File: src/rtl/rbs_pkg.sv
package rbs_pkg;
  typedef enum logic [1:0] {
    ST_IDLE   = 2'd0,
    ST_SETUP  = 2'd1,
    ST_STROBE = 2'd2
  } seqStateT;

  // strobes from control to datapath
  typedef struct packed {
    logic load;     // latch a new request
    logic active;   // access in progress
    logic phaseHi;  // second byte cycle of a split word
    logic capture;  // last strobe clock, take read data
    logic wide;     // current cycle is 16-bit
  } dpCtlT;
endpackage

File: src/rtl/rbsCtrl.sv
module rbsCtrl
  import rbs_pkg::*;
#(
  parameter int CW = 4,
  parameter int MW = 4,
  parameter int SLOW_TICKS = 3
) (
  input  logic          clk,
  input  logic          rstN,
  input  logic          reqValid,
  input  logic          reqSelDos,
  input  logic          reqWrite,
  input  logic [1:0]    reqBe,
  input  logic          cfgRomFast,
  input  logic          cfgDosFast,
  input  logic          cfgDosForce16,
  input  logic [CW-1:0] cfgFastClks,
  input  logic [MW-1:0] cfgMaskClks,
  input  logic          busClkEn,
  input  logic          memAck16,
  input  logic          ioAck16,
  input  logic          extBus16End,
  output logic          reqReady,
  output logic          romCs,
  output logic          dosCs,
  output logic          memRd,
  output logic          memWr,
  output logic          done,
  output logic          doneWide,
  output dpCtlT         dpCtl
);
  localparam int CNT_W = (CW > $clog2(SLOW_TICKS + 1)) ? CW : $clog2(SLOW_TICKS + 1);

  seqStateT          state;
  logic              selDos, isWr, beWord, fastMode, phaseHi, wide;
  logic [CNT_W-1:0]  strobeCnt;
  logic [MW-1:0]     maskCnt;
  logic              doneR, doneWideR;

  logic accept, setupGo, tick, lastTick, finish, splitNext, widthPick, ackMasked;

  assign accept    = reqValid && (state == ST_IDLE);
  assign setupGo   = fastMode || busClkEn;
  assign tick      = fastMode || busClkEn;
  assign ackMasked = (maskCnt != '0);

  // width choice at end of setup
  always_comb begin
    if (selDos && cfgDosForce16)
      widthPick = 1'b1;
    else if (!selDos && fastMode)
      widthPick = 1'b0;
    else
      widthPick = (memAck16 || ioAck16) && !ackMasked;
  end

  always_comb begin
    if (fastMode)
      lastTick = ({1'b0, strobeCnt} + 1'b1) >= {{(CNT_W + 1 - CW){1'b0}}, cfgFastClks};
    else
      lastTick = (strobeCnt == CNT_W'(SLOW_TICKS - 1));
  end

  assign finish    = (state == ST_STROBE) && tick && lastTick;
  assign splitNext = !wide && beWord && !phaseHi;

  always_ff @(posedge clk or negedge rstN) begin
    if (!rstN) begin
      state     <= ST_IDLE;
      selDos    <= 1'b0;
      isWr      <= 1'b0;
      beWord    <= 1'b0;
      fastMode  <= 1'b0;
      phaseHi   <= 1'b0;
      wide      <= 1'b0;
      strobeCnt <= '0;
      doneR     <= 1'b0;
      doneWideR <= 1'b0;
    end else begin
      doneR     <= 1'b0;
      doneWideR <= 1'b0;
      unique case (state)
        ST_IDLE: begin
          if (accept) begin
            selDos   <= reqSelDos;
            isWr     <= reqWrite;
            beWord   <= (reqBe == 2'b11);
            fastMode <= reqSelDos ? cfgDosFast : cfgRomFast;
            phaseHi  <= 1'b0;
            wide     <= 1'b0;
            state    <= ST_SETUP;
          end
        end
        ST_SETUP: begin
          if (setupGo) begin
            if (!phaseHi) wide <= widthPick;
            strobeCnt <= '0;
            state     <= ST_STROBE;
          end
        end
        ST_STROBE: begin
          if (finish) begin
            if (splitNext) begin
              phaseHi <= 1'b1;
              state   <= ST_SETUP;
            end else begin
              doneR     <= 1'b1;
              doneWideR <= wide;
              state     <= ST_IDLE;
            end
          end else if (tick) begin
            strobeCnt <= strobeCnt + 1'b1;
          end
        end
        default: state <= ST_IDLE;
      endcase
    end
  end

  // acknowledge mask window
  always_ff @(posedge clk or negedge rstN) begin
    if (!rstN)
      maskCnt <= '0;
    else if ((finish && wide) || extBus16End)
      maskCnt <= cfgMaskClks;
    else if (maskCnt != '0)
      maskCnt <= maskCnt - 1'b1;
  end

  assign reqReady = (state == ST_IDLE);
  assign romCs    = (state != ST_IDLE) && !selDos;
  assign dosCs    = (state != ST_IDLE) && selDos;
  assign memRd    = (state == ST_STROBE) && !isWr;
  assign memWr    = (state == ST_STROBE) && isWr;
  assign done     = doneR;
  assign doneWide = doneWideR;

  assign dpCtl.load    = accept;
  assign dpCtl.active  = (state != ST_IDLE);
  assign dpCtl.phaseHi = phaseHi;
  assign dpCtl.capture = finish;
  assign dpCtl.wide    = wide;


  rd_wr_excl_chk: assert property (@(posedge clk) disable iff (!rstN) !(memRd && memWr));


  cs_excl_chk: assert property (@(posedge clk) disable iff (!rstN) !(romCs && dosCs));


  done_single_chk: assert property (@(posedge clk) disable iff (!rstN) done |=> !done);


  fast_rom_narrow_chk: assert property (@(posedge clk) disable iff (!rstN)
    (done && !selDos && fastMode) |-> !doneWide);


  mask_hold_chk: assert property (@(posedge clk) disable iff (!rstN)
    (state == ST_SETUP && setupGo && !phaseHi && ackMasked && !(selDos && cfgDosForce16))
      |=> !wide);


  slow_hold_chk: assert property (@(posedge clk) disable iff (!rstN)
    (state == ST_STROBE && !fastMode && !busClkEn) |=> (state == ST_STROBE));
endmodule

File: src/rtl/rbsData.sv
module rbsData
  import rbs_pkg::*;
#(
  parameter int AW = 24,
  parameter int DW = 16
) (
  input  logic          clk,
  input  logic          rstN,
  input  dpCtlT         dpCtl,
  input  logic [AW-2:0] reqWordAddr,
  input  logic [1:0]    reqBe,
  input  logic [DW-1:0] reqWdata,
  input  logic [DW-1:0] busRdata,
  output logic [AW-1:0] busAddr,
  output logic          sbhe,
  output logic [DW-1:0] busWdata,
  output logic [DW-1:0] rdata
);
  localparam int HW = DW / 2;

  logic [AW-2:0] addrR;
  logic [1:0]    beR;
  logic [DW-1:0] wdataR;
  logic [DW-1:0] rdataR;
  logic          laneHi;

  always_ff @(posedge clk or negedge rstN) begin
    if (!rstN) begin
      addrR  <= '0;
      beR    <= '0;
      wdataR <= '0;
    end else if (dpCtl.load) begin
      addrR  <= reqWordAddr;
      beR    <= reqBe;
      wdataR <= reqWdata;
    end
  end

  assign laneHi  = dpCtl.phaseHi ? 1'b1 : !beR[0];
  assign busAddr = {addrR, laneHi};
  assign sbhe    = dpCtl.active && beR[1];

  always_comb begin
    if (dpCtl.wide)
      busWdata = wdataR;
    else
      busWdata = {wdataR[DW-1:HW], laneHi ? wdataR[DW-1:HW] : wdataR[HW-1:0]};
  end

  always_ff @(posedge clk or negedge rstN) begin
    if (!rstN) begin
      rdataR <= '0;
    end else if (dpCtl.load) begin
      rdataR <= '0;
    end else if (dpCtl.capture) begin
      if (dpCtl.wide)
        rdataR <= busRdata;
      else if (laneHi)
        rdataR[DW-1:HW] <= busRdata[HW-1:0];
      else
        rdataR[HW-1:0] <= busRdata[HW-1:0];
    end
  end

  assign rdata = rdataR;


  lane_second_chk: assert property (@(posedge clk) disable iff (!rstN)
    (dpCtl.active && dpCtl.phaseHi) |-> busAddr[0]);
endmodule

File: src/rtl/romBusSizer.sv
module romBusSizer
  import rbs_pkg::*;
#(
  parameter int AW = 24,
  parameter int CW = 4,
  parameter int MW = 4
) (
  input  logic          clk,
  input  logic          rstN,
  input  logic          reqValid,
  output logic          reqReady,
  input  logic          reqSelDos,
  input  logic          reqWrite,
  input  logic [1:0]    reqBe,
  input  logic [AW-2:0] reqWordAddr,
  input  logic [15:0]   reqWdata,
  input  logic          cfgRomFast,
  input  logic          cfgDosFast,
  input  logic          cfgDosForce16,
  input  logic [CW-1:0] cfgFastClks,
  input  logic [MW-1:0] cfgMaskClks,
  input  logic          busClkEn,
  input  logic          memAck16,
  input  logic          ioAck16,
  input  logic          extBus16End,
  output logic          romCs,
  output logic          dosCs,
  output logic          memRd,
  output logic          memWr,
  output logic          sbhe,
  output logic [AW-1:0] busAddr,
  output logic [15:0]   busWdata,
  input  logic [15:0]   busRdata,
  output logic          done,
  output logic          doneWide,
  output logic [15:0]   rdata
);
  dpCtlT dpCtl;

  rbsCtrl #(.CW(CW), .MW(MW), .SLOW_TICKS(3)) uCtrl (
    .clk(clk), .rstN(rstN), .reqValid(reqValid), .reqSelDos(reqSelDos),
    .reqWrite(reqWrite), .reqBe(reqBe), .cfgRomFast(cfgRomFast),
    .cfgDosFast(cfgDosFast), .cfgDosForce16(cfgDosForce16),
    .cfgFastClks(cfgFastClks), .cfgMaskClks(cfgMaskClks), .busClkEn(busClkEn),
    .memAck16(memAck16), .ioAck16(ioAck16), .extBus16End(extBus16End),
    .reqReady(reqReady), .romCs(romCs), .dosCs(dosCs), .memRd(memRd),
    .memWr(memWr), .done(done), .doneWide(doneWide), .dpCtl(dpCtl)
  );

  rbsData #(.AW(AW), .DW(16)) uData (
    .clk(clk), .rstN(rstN), .dpCtl(dpCtl), .reqWordAddr(reqWordAddr),
    .reqBe(reqBe), .reqWdata(reqWdata), .busRdata(busRdata),
    .busAddr(busAddr), .sbhe(sbhe), .busWdata(busWdata), .rdata(rdata)
  );
endmodule

File: config.mk
export PLATFORM = sky130hd
export DESIGN_NAME = romBusSizer
export DESIGN_NICKNAME = d
export VERILOG_FILES = /design/src/rtl/rbs_pkg.sv /design/src/rtl/rbsCtrl.sv /design/src/rtl/rbsData.sv /design/src/rtl/romBusSizer.sv
export SDC_FILE = /design/constraint.sdc
export NUM_CORES = 1
export LEC_CHECK = 0
export BUFFER_PORTS_ARGS = -buffer_cell sky130_fd_sc_hd__buf_2
export CAP_MARGIN = 10
export CORE_MARGIN = 1.5
export CORE_UTILIZATION = 53
export DETAILED_ROUTE_END_ITERATION = 10
export GPL_ROUTABILITY_DRIVEN = 0
export HOLD_SLACK_MARGIN = 0.02
export PLACE_DENSITY = 0.86
export SLEW_MARGIN = 30
export SYNTH_ARGS = -nofsm -noshare
export SYNTH_HDL_FRONTEND = slang
export SYNTH_SLANG_ARGS = --single-unit
File: constraint.sdc
create_clock -name clk -period 5.5 [get_ports clk]
set_clock_uncertainty 0.2 [all_clocks]
set_input_delay 1.1 -clock clk [delete_from_list [all_inputs] [get_ports clk]]
set_output_delay 1.1 -clock clk [all_outputs]
set_load 0.005 [all_outputs]
==> flow_summary.json <==
{
  "status": "finished, violations left",
  "violations": "design-rule violations",
  "coreArea_um2": 6460,
  "route.detailed.drc": 2,
  "max_cap_violations": 0,
  "vias": 2726,
  "syn_area_per_cell_um2": 12.2,
  "grt_pass1_wl_um": 13100,
  "drt_pass1_iterations": 7,
  "fin_crit_sh": 0.617,
  "drt-initial-drc-count": 155,
  "cts_root_buf": "clkbuf_8",
  "cp.arrival_ns": 2.09,
  "grt.overflow.total": 0,
  "antenna_found_initial": 0,
  "hold_viol": 0,
  "synthFlopType": "dfrtp_1",
  "leakage_nw": 2.25,
  "finalSetupTns_ns": 0,
  "setup_viol": 0,
  "yosysSeqAreaShare": 0.522,
  "r2r-start": "uCtrl.strobeCnt[0]$_DFFE_PN0P_",
  "tightest_slew_ns": 0.686,
  "cts_resized": 0,
  "diodes": 0,
  "fin_util": 0.695,
  "slowest_delay_ns": 0.64,
  "cp.required_ns": 4.20,
  "cts.sinks": 75,
  "via_per_inst": 5.35,
  "synth_fp_nets": 380,
  "post-cts-setup-buffers": 0,
  "grt_pass1_vias": 2801,
  "clkLatencyLatePin_ns": 0.34,
  "ant_nets": 0,
  "cp-startpoint": "uCtrl.wide$_DFFE_PN0P_",
  "p_per_area_nw_per_um2": 528,
  "min-delay-start": "uData.beR[1]$_DFFE_PN0P_",
  "synth-edff-count": 0,
  "path_delay_family": "flip-flops",
  "htreeDepth": 3,
  "cts.clk_slew.worst_paths_ns": 0.07,
  "crit_fanout": 14,
  "whs_ns": 0.304,
  "path_cells": "nor2b_2 -> mux2_2 -> buf_2",
  "synth_cell_type_count": 44,
  "placementRows": 29,
  "async_flop_share": 1.00,
  "ys_ff_latch": 75,
  "holdBufCountCts": 0,
  "synth_area_um2": 3600,
  "path_class": "flip-flop to primary output",
  "slowest_stage": "dfrtp_1",
  "critPathBufInv": 1,
  "clockBufferDepth": 2,
  "die_y_um": 85.4,
  "slew_violations": 0,
  "wl_per_cell_um": 16.0,
  "cts_tree": "done",
  "die_w_um": 85.4,
  "track_usage": 0.231,
  "start_util": 0.557,
  "rsz0062_at_grt": "no",
  "die-area_um2": 7290,
  "grt_max_degree": 76,
  "wl_um": 8160,
  "cp-start-kind": "flip-flop",
  "layout-drive-gt1-share": 0.508,
  "worst_setup_path_end_kind": "primary output",
  "syn_inst": 295,
  "hold_path.class": "flip-flop to flip-flop",
  "place_hpwl_um": 6070,
  "yosysWarnings": 0,
  "slew_headroom": 0.543,
  "io_buffers": 140,
  "area_growth_pct": 24.8,
  "fmax_mhz": 295,
  "cts-buffers-inserted": 9,
  "io_pins": 141,
  "fin_crit_ns": 3.39,
  "num-nets-final": 513,
  "ir_drop_mv": 0.294
}
[Yosys cell counts, types with 2 or more instances]
| cell | n | share of area |
|---|---|---|
| nand3_1 | 3 | 0.0042 |
| o21ai_0 | 12 | 0.017 |
| mux2i_1 | 25 | 0.070 |
| xnor2_1 | 3 | 0.0073 |
| nor3b_1 | 3 | 0.0063 |
| ha_1 | 8 | 0.028 |
| o311ai_0 | 2 | 0.0049 |
| nor2_1 | 12 | 0.013 |
| a21oi_1 | 3 | 0.0042 |
| nor2b_1 | 5 | 0.0087 |
| dfrtp_1 | 75 | 0.52 |
| nor3_1 | 2 | 0.0028 |
| inv_1 | 17 | 0.018 |
| buf_4 | 9 | 0.019 |
| nand2b_1 | 3 | 0.0052 |
| buf_2 | 7 | 0.0097 |
| nand2_1 | 23 | 0.024 |
| o211ai_1 | 2 | 0.0042 |
| mux2_2 | 54 | 0.17 |
| clkbuf_1 | 3 | 0.0031 |
[cells in the final DEF (no fill, tap or decap), types with 4 or more instances in the layout]
master and count:
o21ai_0 12, clkbuf_8 10, dfrtp_1 75, ha_1 8, buf_2 139, nor2_1 12
inv_1 17, nor2b_1 4, mux2i_1 25, mux2_2 54, nand2_1 23
[path summary, 6_finish.rpt]
path | slack (ns) | cells after the start | to
max in group asynchronous | 4.06 | 1 | uCtrl.state[0]$_DFFE_PN0P_
hold / removal | 0.30 | 1 | uData.beR[1]$_DFFE_PN0P_
setup / recovery | 2.11 | 3 | busWdata[3]
setup reg to reg | 2.70 | 8 | uData.rdata[2]$_DFFE_PN0P_
hold reg to reg | 0.30 | 1 | uData.beR[1]$_DFFE_PN0P_
min in group asynchronous | 0.54 | 1 | uData.rdata[7]$_DFFE_PN0P_
[stage by stage]
step	power (W)	setup WS, ns	instance area [µm²]	cells
after floorplan	0.00160	2.69	3600	295
after global placement	0.00190	2.17	4290	494
after detailed placement	0.00196	2.17	4290	494
after CTS	0.00238	1.78	4480	510
after global routing	0.00253	2.00	4490	510
final	0.00237	2.11	4490	510
[logic make-up after synthesis]
group / after synthesis / share of synthesized area
compound gates: 30 / 0.0595
xor+xnor: 4 / 0.00974
mux: 80 / 0.242
flops: 75 / 0.522
simple gates: 62 / 0.0898
fa+ha+maj: 8 / 0.0278
buf+inv: 36 / 0.0494
[cell type report]
type                    instances  area (µm²)
multi-input cells             184        1540
fillers                       485        1970
clock buffers                  11         141
clock inverters                 5        52.6
inverters                      17        63.8
flip-flops and latches         75        1880
well taps                      77        96.3
repair buffers                141         714
[state kept, by name, summed over array words and instances (netlist names), 2 cells and up]
name / flops
uCtrl.state: 2
uCtrl.maskCnt: 4
uData.addrR: 23
uData.beR: 2
uData.wdataR: 16
uData.rdata: 16
uCtrl.strobeCnt: 4
[power by group]
group          switching [W]  internal, W
combinational       0.000456     0.000520
clock               0.000199     0.000220
sequential          0.000183     0.000792
[layer usage]
layer	vias to the layer above	part of all wire	track usage	routed length (µm)
met5	-	0	0	0
met3	14	0.080	0.0700	650
met4	0	0.018	0.0909	146
met1	1320	0.39	0.280	3160
met2	115	0.52	0.390	4200
li1	1277	-	-	-
No activity file was read; power rests on OpenSTA's default activity.
